==> src/rtl/codec_seq_pkg.sv <==
package codec_seq_pkg;
  localparam int SLOT_W = 20;
  localparam int TAG_W  = 16;
  localparam int ADDR_W = 7;
  localparam int DATA_W = 16;

  localparam logic [TAG_W-1:0] TAG_IDLE = 16'h9800;
  localparam logic [TAG_W-1:0] TAG_WR   = 16'hF800;
  localparam logic [TAG_W-1:0] TAG_RD   = 16'hC000;

  typedef enum logic [1:0] {ST_HOLD, ST_INIT, ST_RUN, ST_WAIT} seq_state_e;

  typedef struct packed {
    logic              vld;
    logic              rd;
    logic [ADDR_W-1:0] addr;
    logic [DATA_W-1:0] data;
  } cmd_t;

  function automatic logic [ADDR_W-1:0] init_addr(int idx);
    return ADDR_W'(2 * (idx + 1));
  endfunction

  function automatic logic [DATA_W-1:0] init_data(int idx);
    return DATA_W'(32'h1111 * (idx + 1));
  endfunction
endpackage

==> src/rtl/codec_seq_rst_timer.sv <==
module codec_seq_rst_timer #(
  parameter int RST_CYCLES = 20
) (
  input  logic clk_i,
  input  logic rst_ni,
  output logic released_o
);
  localparam int CW = $clog2(RST_CYCLES + 1);
  localparam logic [CW-1:0] LAST = CW'(RST_CYCLES - 1);

  logic [CW-1:0] cnt_q;
  logic          rel_q;

  always_ff @(posedge clk_i or negedge rst_ni) begin
    if (!rst_ni) begin
      cnt_q <= '0;
      rel_q <= 1'b0;
    end else if (!rel_q) begin
      cnt_q <= cnt_q + CW'(1);
      if (cnt_q == LAST) rel_q <= 1'b1;
    end
  end

  assign released_o = rel_q;
endmodule

==> src/rtl/codec_seq_ctrl.sv <==
module codec_seq_ctrl
  import codec_seq_pkg::*;
#(
  parameter int INIT_LEN       = 4,
  parameter int TIMEOUT_FRAMES = 16
) (
  input  logic              clk_i,
  input  logic              rst_ni,
  input  logic              released_i,
  input  logic              frame_i,
  input  logic              codec_rdy_i,
  input  logic              stat_vld_i,
  input  logic [ADDR_W-1:0] stat_addr_i,
  input  logic [DATA_W-1:0] stat_data_i,
  input  logic              req_valid_i,
  input  logic              req_rd_i,
  input  logic [ADDR_W-1:0] req_addr_i,
  input  logic [DATA_W-1:0] req_data_i,
  output logic              req_ready_o,
  output logic              hold_o,
  output cmd_t              cmd_o,
  output logic              done_o,
  output logic              err_o,
  output logic [DATA_W-1:0] rd_data_o
);
  localparam int IW = (INIT_LEN > 1) ? $clog2(INIT_LEN) : 1;
  localparam int TW = (TIMEOUT_FRAMES > 1) ? $clog2(TIMEOUT_FRAMES) : 1;
  localparam logic [IW-1:0] INIT_LAST = IW'(INIT_LEN - 1);
  localparam logic [TW-1:0] TO_LAST   = TW'(TIMEOUT_FRAMES - 1);

  seq_state_e        st_q;
  logic [IW-1:0]     idx_q;
  logic [TW-1:0]     tcnt_q;
  logic              pend_q, prd_q;
  logic [ADDR_W-1:0] paddr_q;
  logic [DATA_W-1:0] pdata_q;
  logic              done_q, err_q;
  logic [DATA_W-1:0] rdata_q;
  logic              fire_init, fire_host, accept;

  assign fire_init   = (st_q == ST_INIT) && codec_rdy_i;
  assign fire_host   = (st_q == ST_RUN) && pend_q && codec_rdy_i;
  assign req_ready_o = (st_q == ST_RUN) && !pend_q;
  assign accept      = req_valid_i && req_ready_o;
  assign hold_o      = (st_q == ST_HOLD);

  always_comb begin
    cmd_o = '0;
    if (fire_init) begin
      cmd_o.vld  = 1'b1;
      cmd_o.addr = init_addr(int'(idx_q));
      cmd_o.data = init_data(int'(idx_q));
    end else if (fire_host) begin
      cmd_o.vld  = 1'b1;
      cmd_o.rd   = prd_q;
      cmd_o.addr = paddr_q;
      cmd_o.data = prd_q ? '0 : pdata_q;
    end
  end

  always_ff @(posedge clk_i or negedge rst_ni) begin
    if (!rst_ni) begin
      st_q    <= ST_HOLD;
      idx_q   <= '0;
      tcnt_q  <= '0;
      pend_q  <= 1'b0;
      prd_q   <= 1'b0;
      paddr_q <= '0;
      pdata_q <= '0;
      done_q  <= 1'b0;
      err_q   <= 1'b0;
      rdata_q <= '0;
    end else begin
      done_q <= 1'b0;
      err_q  <= 1'b0;
      unique case (st_q)
        ST_HOLD: if (released_i) st_q <= ST_INIT;
        ST_INIT: begin
          if (frame_i && fire_init) begin
            if (idx_q == INIT_LAST) st_q <= ST_RUN;
            else idx_q <= idx_q + IW'(1);
          end
        end
        ST_RUN: begin
          if (accept) begin
            pend_q  <= 1'b1;
            prd_q   <= req_rd_i;
            paddr_q <= req_addr_i;
            pdata_q <= req_data_i;
          end else if (frame_i && fire_host) begin
            pend_q <= 1'b0;
            if (prd_q) begin
              st_q   <= ST_WAIT;
              tcnt_q <= '0;
            end else begin
              done_q <= 1'b1;
            end
          end
        end
        ST_WAIT: begin
          if (frame_i) begin
            if (stat_vld_i && (stat_addr_i == paddr_q)) begin
              rdata_q <= stat_data_i;
              done_q  <= 1'b1;
              st_q    <= ST_RUN;
            end else if (tcnt_q == TO_LAST) begin
              done_q <= 1'b1;
              err_q  <= 1'b1;
              st_q   <= ST_RUN;
            end else begin
              tcnt_q <= tcnt_q + TW'(1);
            end
          end
        end
        default: st_q <= ST_HOLD;
      endcase
    end
  end

  assign done_o    = done_q;
  assign err_o     = err_q;
  assign rd_data_o = rdata_q;
endmodule

==> src/rtl/codec_seq_frame.sv <==
module codec_seq_frame
  import codec_seq_pkg::*;
(
  input  logic              clk_i,
  input  logic              rst_ni,
  input  logic              frame_i,
  input  logic              hold_i,
  input  cmd_t              cmd_i,
  input  logic [TAG_W-1:0]  rx_tag_i,
  input  logic [SLOT_W-1:0] rx_slot1_i,
  input  logic [SLOT_W-1:0] rx_slot2_i,
  input  logic [SLOT_W-1:0] rx_slot3_i,
  input  logic [SLOT_W-1:0] rx_slot4_i,
  output logic [TAG_W-1:0]  tx_tag_o,
  output logic [SLOT_W-1:0] tx_slot1_o,
  output logic [SLOT_W-1:0] tx_slot2_o,
  output logic [SLOT_W-1:0] tx_slot3_o,
  output logic [SLOT_W-1:0] tx_slot4_o,
  output logic              codec_rdy_o,
  output logic              stat_vld_o,
  output logic [ADDR_W-1:0] stat_addr_o,
  output logic [DATA_W-1:0] stat_data_o
);
  localparam int LSB_PAD = SLOT_W - 1 - ADDR_W;
  localparam int DAT_PAD = SLOT_W - DATA_W;

  logic [TAG_W-1:0]  n_tag;
  logic [SLOT_W-1:0] n_s1, n_s2, n_s3, n_s4, pcm_l, pcm_r;
  logic              unused_rx;

  assign codec_rdy_o = rx_tag_i[TAG_W-1];
  assign stat_vld_o  = &rx_tag_i[TAG_W-1:TAG_W-3];
  assign stat_addr_o = rx_slot1_i[SLOT_W-2 -: ADDR_W];
  assign stat_data_o = rx_slot2_i[SLOT_W-1 -: DATA_W];
  assign pcm_l       = {rx_slot3_i[SLOT_W-1:4], 4'b0};
  assign pcm_r       = {rx_slot4_i[SLOT_W-1:4], 4'b0};
  assign unused_rx   = ^{rx_tag_i[TAG_W-4:0], rx_slot1_i[SLOT_W-1],
                         rx_slot1_i[LSB_PAD-1:0], rx_slot2_i[DAT_PAD-1:0],
                         rx_slot3_i[3:0], rx_slot4_i[3:0]};

  always_comb begin
    n_tag = '0; n_s1 = '0; n_s2 = '0; n_s3 = '0; n_s4 = '0;
    if (!hold_i && codec_rdy_o) begin
      if (cmd_i.vld && cmd_i.rd) begin
        n_tag = TAG_RD;
        n_s1  = {1'b1, cmd_i.addr, {LSB_PAD{1'b0}}};
      end else begin
        n_s3 = pcm_l;
        n_s4 = pcm_r;
        if (cmd_i.vld) begin
          n_tag = TAG_WR;
          n_s1  = {1'b0, cmd_i.addr, {LSB_PAD{1'b0}}};
          n_s2  = {cmd_i.data, {DAT_PAD{1'b0}}};
        end else begin
          n_tag = TAG_IDLE;
        end
      end
    end
  end

  always_ff @(posedge clk_i or negedge rst_ni) begin
    if (!rst_ni) begin
      tx_tag_o   <= '0;
      tx_slot1_o <= '0;
      tx_slot2_o <= '0;
      tx_slot3_o <= '0;
      tx_slot4_o <= '0;
    end else if (frame_i) begin
      tx_tag_o   <= n_tag;
      tx_slot1_o <= n_s1;
      tx_slot2_o <= n_s2;
      tx_slot3_o <= n_s3;
      tx_slot4_o <= n_s4;
    end
  end
endmodule

==> src/rtl/codec_seq_top.sv <==
module codec_seq_top
  import codec_seq_pkg::*;
#(
  parameter int RST_CYCLES     = 20,
  parameter int INIT_LEN       = 4,
  parameter int TIMEOUT_FRAMES = 16
) (
  input  logic              clk_i,
  input  logic              rst_ni,
  output logic              codec_rst_no,
  input  logic              frame_i,
  input  logic [TAG_W-1:0]  rx_tag_i,
  input  logic [SLOT_W-1:0] rx_slot1_i,
  input  logic [SLOT_W-1:0] rx_slot2_i,
  input  logic [SLOT_W-1:0] rx_slot3_i,
  input  logic [SLOT_W-1:0] rx_slot4_i,
  output logic [TAG_W-1:0]  tx_tag_o,
  output logic [SLOT_W-1:0] tx_slot1_o,
  output logic [SLOT_W-1:0] tx_slot2_o,
  output logic [SLOT_W-1:0] tx_slot3_o,
  output logic [SLOT_W-1:0] tx_slot4_o,
  input  logic              req_valid_i,
  input  logic              req_rd_i,
  input  logic [ADDR_W-1:0] req_addr_i,
  input  logic [DATA_W-1:0] req_data_i,
  output logic              req_ready_o,
  output logic              done_o,
  output logic              err_o,
  output logic [DATA_W-1:0] rd_data_o
);
  logic              released, hold, codec_rdy, stat_vld;
  logic [ADDR_W-1:0] stat_addr;
  logic [DATA_W-1:0] stat_data;
  cmd_t              cmd;

  codec_seq_rst_timer #(.RST_CYCLES(RST_CYCLES)) u_rst (
    .clk_i(clk_i), .rst_ni(rst_ni), .released_o(released)
  );

  codec_seq_ctrl #(.INIT_LEN(INIT_LEN), .TIMEOUT_FRAMES(TIMEOUT_FRAMES)) u_ctrl (
    .clk_i(clk_i), .rst_ni(rst_ni), .released_i(released), .frame_i(frame_i),
    .codec_rdy_i(codec_rdy), .stat_vld_i(stat_vld), .stat_addr_i(stat_addr),
    .stat_data_i(stat_data), .req_valid_i(req_valid_i), .req_rd_i(req_rd_i),
    .req_addr_i(req_addr_i), .req_data_i(req_data_i), .req_ready_o(req_ready_o),
    .hold_o(hold), .cmd_o(cmd), .done_o(done_o), .err_o(err_o), .rd_data_o(rd_data_o)
  );

  codec_seq_frame u_frame (
    .clk_i(clk_i), .rst_ni(rst_ni), .frame_i(frame_i), .hold_i(hold), .cmd_i(cmd),
    .rx_tag_i(rx_tag_i), .rx_slot1_i(rx_slot1_i), .rx_slot2_i(rx_slot2_i),
    .rx_slot3_i(rx_slot3_i), .rx_slot4_i(rx_slot4_i),
    .tx_tag_o(tx_tag_o), .tx_slot1_o(tx_slot1_o), .tx_slot2_o(tx_slot2_o),
    .tx_slot3_o(tx_slot3_o), .tx_slot4_o(tx_slot4_o),
    .codec_rdy_o(codec_rdy), .stat_vld_o(stat_vld), .stat_addr_o(stat_addr),
    .stat_data_o(stat_data)
  );

  assign codec_rst_no = released;
endmodule

==> config.mk <==
export PLATFORM = sky130hd
export DESIGN_NAME = codec_seq_top
export DESIGN_NICKNAME = d
export VERILOG_FILES = /design/src/rtl/codec_seq_pkg.sv /design/src/rtl/codec_seq_rst_timer.sv /design/src/rtl/codec_seq_ctrl.sv /design/src/rtl/codec_seq_frame.sv /design/src/rtl/codec_seq_top.sv
export SDC_FILE = /design/constraint.sdc
export NUM_CORES = 1
export LEC_CHECK = 0
export BUFFER_PORTS_ARGS = -buffer_cell sky130_fd_sc_hd__buf_4
export CAP_MARGIN = 30
export CORE_UTILIZATION = 35
export CTS_BUF_LIST = sky130_fd_sc_hd__clkbuf_16
export CTS_CLUSTER_DIAMETER = 60
export CTS_CLUSTER_SIZE = 28
export DETAILED_ROUTE_END_ITERATION = 10
export GPL_ROUTABILITY_DRIVEN = 0
export PLACE_DENSITY_LB_ADDON = 0.15
export RECOVER_POWER = 50
export SLEW_MARGIN = 10
export SYNTH_ARGS = -nofsm -noshare
export SYNTH_HDL_FRONTEND = slang
export SYNTH_HIERARCHICAL = 1
export SYNTH_SLANG_ARGS = --single-unit
==> constraint.sdc <==
create_clock -name clk_i -period 3.5 [get_ports clk_i]
set_input_delay 0 -clock clk_i [delete_from_list [all_inputs] [get_ports clk_i]]
set_output_delay 0 -clock clk_i [all_outputs]
set_load 0.005 [all_outputs]
==> results of run 1 <==
worst max-delay path by stage:
stage / startpoint / end / depth (start not counted)
2_1_floorplan: u_ctrl/st_q[1] / u_frame/tx_slot2_o[10] / 7
3_3_place_gp: u_ctrl/st_q[0] / u_frame/tx_slot2_o[15] / 5
3_5_place_dp: u_ctrl/st_q[0] / u_frame/tx_slot2_o[10] / 5
4_1_cts: u_ctrl/st_q[0] / u_frame/tx_slot2_o[17] / 5
5_1_grt: u_ctrl/st_q[0] / u_frame/tx_slot2_o[16] / 5
6_report: u_ctrl/st_q[0] / u_frame/tx_slot2_o[13] / 5
registers in the layout (all words and copies together), names as in the netlist, 4 cells and up:
name and cells:
u_frame/tx_slot2_o 16, u_frame/tx_slot1_o 8, u_ctrl/tcnt_q 4, u_frame/tx_slot4_o 16
u_ctrl/rd_data_o 16, u_frame/tx_tag_o 4, u_frame/tx_slot3_o 16, u_rst/cnt_q 5
u_ctrl/pdata_q 16, u_ctrl/paddr_q 7
placed cells by master (no fill, tap or decap), types with 8 or more instances in the layout:
| cell type | Yosys | layout |
|---|---|---|
| dfrtp_1 | 117 | 117 |
| buf_4 | 62 | 90 |
| dlygate4sd3_1 | 0 | 76 |
| clkbuf_4 | 0 | 66 |
| a32o_1 | 48 | 48 |
| conb_1 | 1 | 35 |
| mux2_2 | 29 | 29 |
| a21o_1 | 20 | 20 |
| clkbuf_16 | 0 | 17 |
| clkbuf_1 | 11 | 14 |
| mux2_1 | 13 | 13 |
| nand2_1 | 10 | 10 |
| a22o_1 | 10 | 10 |
| and3_1 | 8 | 8 |
layout make-up:
cell class                      instances  area share
Clock buffer                           17      0.0550
Clock inverter                         15      0.0220
Inverter                                3     0.00146
Multi-Input combinational cell        239       0.251
Sequential cell                       117       0.379
Tap cell                              184      0.0298
Timing Repair Buffer                  249       0.262
cells in the mapped netlist (2+ instances only):
cell type,number,area (sq um)
a21o_1,20,150
a21oi_1,2,10.0
a22o_1,10,87.6
a32o_1,48,480
a41o_1,2,20.0
and2_1,7,43.8
and3_1,8,50.1
and3b_1,2,17.5
and4b_1,2,20.0
buf_2,7,35.0
buf_4,62,465
buf_6,6,67.6
clkbuf_1,11,41.3
clkinv_1,2,7.51
dfrtp_1,117,2930
ha_1,3,37.5
mux2_1,13,146
mux2_2,29,327
nand2_1,10,37.5
nand2b_1,2,12.5
nand4b_1,2,17.5
nor2_1,6,22.5
nor2b_1,2,12.5
nor3b_1,4,30.0
o21a_1,2,15.0
o21ai_0,4,20.0
xnor2_1,5,43.8
xor2_1,7,61.3
routing by layer:
layer,track usage,vias up,share of wire
li1,-,1861,-
met1,0.201,2004,0.43
met2,0.284,171,0.49
met3,0.0620,20,0.067
met4,0.0645,0,0.016
met5,0,-,0
cells by family after synthesis:
group / share of synthesized area
flip-flops: 0.545
AO/OA/AOI/OAI: 0.155
buffers and inverters: 0.118
AND/OR/NAND/NOR: 0.0670
multiplexers: 0.0880
XOR/XNOR: 0.0195
adder cells (fa/ha/maj): 0.00698
other: 0.000697
worst register-to-register path, cell delays in order (launching register included):
cell and delay (ns):
dfrtp_1 0.47, and4b_1 0.28, buf_4 0.21, and2_1 0.21
clkinv_1 0.48, a32o_1 0.43
stage by stage:
| stage | power, W | cells | util | hold slack (ns) | cell area, sq um |
|---|---|---|---|---|---|
| final | 0.00440 | 824 | 0.524 | 0.197 | 7730 |
| after global routing | 0.00464 | 824 | 0.524 | 0.239 | 7730 |
| after CTS | 0.00447 | 824 | 0.528 | 0.180 | 7790 |
| after detailed placement | 0.00263 | 716 | 0.436 | 0.100 | 6430 |
| after global placement | 0.00259 | 715 | 0.435 | 0.102 | 6410 |
| after floorplan | 0.00234 | 446 | - | -0.296 | 5500 |
power breakdown:
group	leakage (nW)	internal, W	switching, W	total, W
registers	1.53	0.00159	0.000171	0.00176
clock network	0.299	0.00117	0.000578	0.00175
logic	2.07	0.000497	0.000397	0.000894
total	3.90	0.00326	0.00115	0.00440
==> impl_results.md, run 1 <==
- Status: complete, no violations
- Synth Cell Area: 0.00538 sq mm
- Setup_tns: 0 ns
- Reg area: 0.00293 sq mm
- Hold EP: u_ctrl/tcnt_q[0]
- Crit-path leading delay family: buffers and inverters
- H-tree levels: 4
- Core ar.: approximately 0.015 sq mm
- Initial DRC count: 180
- HPWL Detailed: 8.22 mm
- Via Count: between 4,000 and 5,000
- Worst-margin pin slew: 1.42 ns
- # DRC: 0
- Hold Crit Depth: 5
- Final global-route overflow total: 0
- Critical Path Sink Type: flop
- Vias/cell: roughly 4.9
- Die Y: 126 microns
- Clk Latency, worst-skew pair: 0.40 ns
- Period utilization: 0.628
- R2R depth: 5
- Initial Util: 0.364
- Wire per inst: 15.6 microns
- Min Tclk post-route: around 2.2 ns
- Area growth from synthesis to layout: 43.9%
- Maxcap violations: 0
- Post-synth EDFFs: 0
- Final WS setup: roughly 1.3 ns
- Sequential area share after synthesis: 0.545
- CTS tree: done
- Startpoint types: flop
- Fmax: 0.455 GHz
- Hold Buf Count CTS: 76
- Avg Cell Area, Syn: 13.0 sq um
- Ant diodes: 0
- Crit path largest cell delay: between 0.4 and 0.5 ns
- Crit path buf inv count: 2
- Reg clk slew, reported paths: approximately 0.050 ns
- Hold_sp: rx_slot1_i[16]
- Final setup viols: 0
- First-pass GRT wire length: between 20 and 25 mm
- Cells after Synth: 412
- FF-to-FF End: u_frame/tx_slot2_o[13]
- RR Startpoint: u_ctrl/st_q[0]
- Io pins: 240
- Num CTS Buffers: 17
- CP arrival: approximately 2.5 ns
- Cell Chain, Critical Path: and4b_1, buf_4, and2_1, clkinv_1, a32o_1
- Max_slew headroom: 0.0565
- Post CTS Setup Buffer Count: 0
- Slowest-stage cell, CP: clkinv_1
- Clk_skew: between 0.006 and 0.007 ns
- Max Slew Vio Count: 0
- Global router's overall resource usage: 0.171
- Number of routed nets with antenna violations: 0
- DIE WIDTH: 126 microns
- Pin count of the biggest net entering global routing: 65
- Input/output buffers: 166
- Worst VDD drop: 0.339 mV
- Worst Hold Class: input pin to flop
- P_leak: about 3.9 nW
- CP max FO: 17
- Critical path type: flop to flop
- Clk sinks: about 120
- Power per Cell Area: 569 mW/mm^2
- Final Hold Fails: 0
- Synth Warn #: 6
- Row cnt: 44
- CP required: 3.79 ns
- Post-synthesis cell type count: 45
- Final net count: 754
- Iteration count of the initial detailed-routing pass: 4
- Post-CTS sizing: 0
- Antenna violations before repair: 0
- Clk Tree Root Cell: clkbuf_16
- Yosys reg bits: 117
- Area occupied by multi-input gates: 0.00194 sq mm
- Async set-reset flop share out of synthesis: 1.00
- Drt total wl: 12.9 mm
- Layout cells sized above 1: 0.341
- Layout fillers: 1,294
- RSZ-0062 raised after global routing: false
- Number of global-route vias before repair: 4,211
- Post-synth top flop: dfrtp_1
- Die area: 0.0159 sq mm
- Flop-to-flop setup slack: 1.30 ns
- Longest Clk Path Bufs: 2
- DP Worst Slack: between 1 and 1.5 ns
No activity file was read; power rests on OpenSTA's default activity.
==> inputs of run 2 (changes only) <==
- clock period: 3.5 -> 2.07 ns (I/O delays scaled with it)
==> run 2 against run 1 <==
Register-to-register slack worse by 1.2 ns. Worst setup slack worse by 1.2 ns. Highest routed layer unchanged. Via count is 0.59% lower. Final area is 1.2% higher. Hold slack better by 0.037 ns. Count of clock-buffer cells in the layout stayed put. Die area stayed put. Final cell count is 0.49% higher. Sequential power is 69% higher. First-iteration DRC count is 7.8% lower. Sequential share of layout area is 0.45 points lower. Combinational power is 71% higher. Critical path type unchanged.
==> impl_results.md, run 2 (synthesis gave the netlist of run 1 again) <==
- Number of routed nets with antenna violations: 0
- Reg area: 0.00293 sq mm
- Number of global-route vias before repair: 4,310
- Final setup viols: 0
- Maxcap violations: 0
- Most common cell after layout, fill and taps aside: buf_4
- Ant diodes: 0
- GR met3 Demand/Resource: 0.0552
- Vias/cell: 4.87
- Period utilization: 0.939
- Die area: ~0.016 sq mm
- Status: complete, no violations
- Clk_skew: 0.00965 ns
- Worst-margin pin slew: around 0.9 ns
- Layout cells sized above 1: 0.363
- Max Slew Vio Count: 0
- Core ar.: 0.0148 sq mm
- Power per Cell Area: 965 mW/mm^2
- Top Usage Layer GRT: met2
- Pin count of the biggest net entering global routing: 58
- P_sw: 0.00201 W
- CP required: between 2 and 2.5 ns
- Clk Latency, worst-skew pair: between 0.4 and 0.5 ns
- # DRC: 0
- Startpoint types: flop
- Critical path type: flop to flop
- Reg clk slew, reported paths: ~0.060 ns
- Global router's overall resource usage: 0.176
- Num CTS Buffers: 17
- CTS tree: done
- GR Util met1: 0.203
- Clk Tree Root Cell: clkbuf_16
- Longest Clk Path Bufs: 2
- Core Util, Final: 0.531
- Die Y: 126 microns
- RSZ-0062 raised after global routing: false
- Initial Util: 0.364
- Final Hold Fails: 0
- DIE WIDTH: 126 microns
- H-tree levels: 4
- Combinational Power Share: 0.203
- Via Count: 4,032
- Clk pwr share: 0.403
- Antenna violations before repair: 0
- Final global-route overflow total: 0
- Switching part of the total: 0.266
- Worst Hold Class: input pin to flop
- Drt total wl: 13.3 mm
- HPWL Detailed: 8.42 mm
- Min Tclk post-route: 1.94 ns
- CP arrival: 2.29 ns
- Max_slew headroom: 0.401
- Cell Int Power: 0.00555 W
- Flop pwr share: 0.395
- First-pass GRT wire length: 21.7 mm
- Fmax: roughly 0.5 GHz
- Wire per inst: 16.0 microns
- Area growth from synthesis to layout: 45.6%
- Worst VDD drop: 0.481 mV
- Critical Path Sink Type: flop
- Setup_tns: 0 ns
- Clk sinks: roughly 120
- Input/output buffers: 166
- CP max FO: 13
- Initial DRC count: 166
- Row cnt: 44
- Area occupied by multi-input gates: 0.00194 sq mm
- Io pins: between 200 and 250
- Met2 global-route usage: 0.302
- P_leak: 3.95 nW
- Layout fillers: ~1,300
- Commonest cells after routing, fill and taps aside: buf_4, dfrtp_1, dlygate4sd3_1, a32o_1, clkbuf_4
- Final net count: roughly 760
- Iteration count of the initial detailed-routing pass: 4
-- run 2: cell types whose count changed in the layout (fill, tap and decap cells not counted), sizes merged --
cell      delta
inv          -1
clkinv       -3
buf         +41
clkinvlp     +4
clkbuf      -37
-- run 2: layer usage --
metal,wire [microns],vias up
li1,-,1863
met1,5540,1987
met4,216,0
met3,905,20
met2,6590,162
met5,0,-
-- run 2: what timing repair did --
item / 4_1_cts / 5_1_grt
setup buffers: 0 / 0
hold endpoints to repair: 110 / 0
hold buffers: 76 / 0
gates resized for setup: 0 / 0
-- run 2: final cells by class --
type	count	area share
tap	184	0.0294
inverter	3	0.00144
multi-input combinational	239	0.248
timing repair buffer	253	0.269
clock inverter	15	0.0238
clock buffer	17	0.0543
sequential	117	0.374
-- run 2: power groups by stage --
stage | sequential, W | clock, W | combinational (W)
4_1_cts | 0.00298 | 0.00310 | 0.00156
2_1_floorplan | 0.00294 | 0 | 0.00102
6_report | 0.00298 | 0.00304 | 0.00153
3_3_place_gp | 0.00300 | 0 | 0.00141
5_1_grt | 0.00305 | 0.00320 | 0.00170
3_5_place_dp | 0.00302 | 0 | 0.00144
-- run 2: final timing paths --
kind	depth (start not counted)	startpoint	slack (ns)	end
worst max-delay path	4	u_ctrl/st_q[0]	0.13	u_frame/tx_slot2_o[18]
worst min register to register	1	u_frame/tx_tag_o[15]	0.48	u_frame/tx_tag_o[15]
worst min-delay path	5	rx_slot1_i[16]	0.23	u_ctrl/rd_data_o[11]
min in group asynchronous	2	rst_ni	0.25	u_frame/tx_slot2_o[13]
max in group asynchronous	3	rst_ni	0.39	u_ctrl/rd_data_o[3]
worst max register to register	4	u_ctrl/st_q[0]	0.13	u_frame/tx_slot2_o[18]
-- run 2: critical path, stage by stage, from the launching register on --
cell,delay (ns)
dfrtp_1,0.47
and4b_1,0.45
and2_1,0.58
a21o_1,0.21
a32o_1,0.17
-- run 2: through the flow --
step                      instances  worst slack (ns)  hold slack, ns  power (W)  cell area (sq um)
after detailed placement        720             0.148        -0.00783    0.00446               6490
final                           828             0.126           0.234    0.00755               7830
after global placement          720             0.176        -0.00775    0.00441               6490
after CTS                       828             0.135          0.0956    0.00765               7860
after floorplan                 446             0.198          -0.296    0.00396               5500
after global routing            828            0.0558           0.251    0.00795               7830
==> inputs of run 3 (changes only) <==
- CORE_ASPECT_RATIO: default -> 1.75
- HOLD_SLACK_MARGIN: default -> 0.15
- PLACE_DENSITY_LB_ADDON: 0.15 -> default
==> run 3 against run 2 <==
Hold slack got worse by 0.060 ns. Wire length is 4.0% higher. Core utilization is 0.92 points lower. Critical path type unchanged. Largest cell class unchanged.
==> impl_results.md, run 3 (synthesis gave the netlist of run 1 again) <==
- Final global-route overflow total: 0
- CP arrival: 2.20 ns
- Setup_tns: 0 ns
- # DRC: 0
- Worst-margin pin slew: around 1.4 ns
- Switching part of the total: 0.267
- DIE WIDTH: between 90 and 100 microns
- Initial DRC count: 205
- Row cnt: 59
- RSZ-0062 raised after global routing: false
- Layout fillers: roughly 1,300
- Critical path type: flop to flop
- Area growth from synthesis to layout: 44.6%
- Final net count: about 760
- Num CTS Buffers: 17
- Die Y: around 170 microns
- Worst Hold Class: input pin to flop
- Reg clk slew, reported paths: 0.05 ns
- CP required: 2.35 ns
- Final Hold Fails: 0
- Number of global-route vias before repair: ~4,200
- Longest Clk Path Bufs: 2
- P_sw: 0.00196 W
- Flop-to-flop setup slack: approximately 0.14 ns
- Max Slew Vio Count: 0
- Min Tclk post-route: 1.93 ns
- Flop pwr share: 0.407
- Io pins: between 200 and 250
- Layout cells sized above 1: 0.359
- Via Count: a little over 4,000
- Period utilization: 0.930
- Clk Latency, worst-skew pair: 0.41 ns
- Clk_skew: 0.0106 ns
- Drt total wl: 13.8 mm
- Input/output buffers: between 150 and 200
- Cell Int Power: between 0.005 and 0.006 W
- Vias/cell: a little under 5
- Most common cell after layout, fill and taps aside: buf_4
- CP max FO: 16
- HPWL Detailed: roughly 9.3 mm
- Iteration count of the initial detailed-routing pass: 4
- Power per Cell Area: 947 mW/mm^2
- Final WS setup: 0.145 ns
- Final setup viols: 0
- CTS tree: done
- Die area: roughly 0.016 sq mm
- Clk pwr share: 0.385
- Ant diodes: 0
- Number of routed nets with antenna violations: 0
- Status: complete, no violations
- Clk sinks: between 100 and 150
- Global router's overall resource usage: 0.181
- Clk Tree Root Cell: clkbuf_16
- Antenna violations before repair: 0
- Worst VDD drop: ~0.55 mV
- Fmax: between 0.5 and 0.6 GHz
- Pin count of the biggest net entering global routing: between 50 and 60
- DP Worst Slack: 0.0564 ns
- Commonest cells after routing, fill and taps aside: buf_4, dfrtp_1, dlygate4sd3_1, a32o_1, conb_1
- H-tree levels: 4
- Wire per inst: roughly 17 microns
- Maxcap violations: 0
- Core ar.: approximately 0.015 sq mm
- Initial Util: 0.361
- Startpoint types: flop
- Max_slew headroom: 0.0814
- Critical Path Sink Type: flop
- First-pass GRT wire length: 21.5 mm
- Combinational Power Share: 0.208
- P_leak: 3.94 nW
-- run 3: power groups by stage --
stage | Combinational [W] | Sequential, W | Clock [W]
after floorplan | 0.00102 | 0.00294 | 0
after global placement | 0.00139 | 0.00301 | 0
after detailed placement | 0.00144 | 0.00303 | 0
after CTS | 0.00157 | 0.00299 | 0.00293
after global routing | 0.00170 | 0.00305 | 0.00303
final | 0.00153 | 0.00300 | 0.00284
-- run 3: worst paths after layout --
check / startpoint / to / cells past startpoint
max in group asynchronous: rst_ni / u_ctrl/rd_data_o[12] / 3
worst max-delay path: u_ctrl/st_q[0] / u_ctrl/rd_data_o[6] / 5
worst min register to register: u_ctrl/rd_data_o[2] / u_ctrl/rd_data_o[2] / 1
worst max register to register: u_ctrl/st_q[0] / u_ctrl/rd_data_o[6] / 5
worst min-delay path: req_valid_i / u_ctrl/pend_q / 4
min in group asynchronous: rst_ni / u_ctrl/pdata_q[13] / 3
-- run 3: cell type report --
type / instances / area, sq um / area share
well taps: 183 / 229 / 0.0294
clock buffers: 17 / 425 / 0.0547
inverters: 3 / 11.3 / 0.00145
repair buffers: 253 / 2090 / 0.269
multi-input cells: 239 / 1940 / 0.250
clock inverters: 14 / 145 / 0.0187
flip-flops and latches: 117 / 2930 / 0.377
-- run 3: critical path, cell delays in order, from the launching register on --
cell     delay [ns]
dfrtp_1        0.51
and2_0         0.33
nand2_1        0.26
nor2_8         0.17
buf_12         0.17
mux2_1         0.34
-- run 3: repair_timing --
action	CTS	global route
endpoints found under the setup margin	0	36
hold endpoints to repair	197	0
resized for setup	0	2
setup buffers	0	1
hold buffers	76	0
-- run 3: stage by stage --
stage / power (W) / hold WS (ns) / cell area (sq um) / cells / utilization
final: 0.00736 / 0.174 / 7770 / 826 / 0.521
after global routing: 0.00778 / 0.189 / 7770 / 826 / 0.521
after CTS: 0.00749 / 0.169 / 7810 / 825 / 0.524
after detailed placement: 0.00447 / 0.0235 / 6470 / 718 / 0.434
after global placement: 0.00440 / 0.00857 / 6470 / 718 / 0.434
after floorplan: 0.00396 / -0.296 / 5500 / 446 / -
-- run 3: layer usage --
layer	GRT usage	vias to the layer above	wire [microns]
met5	0	-	0
met4	0.0558	0	176
met3	0.0440	14	794
met2	0.334	183	7660
met1	0.197	2001	5160
li1	-	1864	-
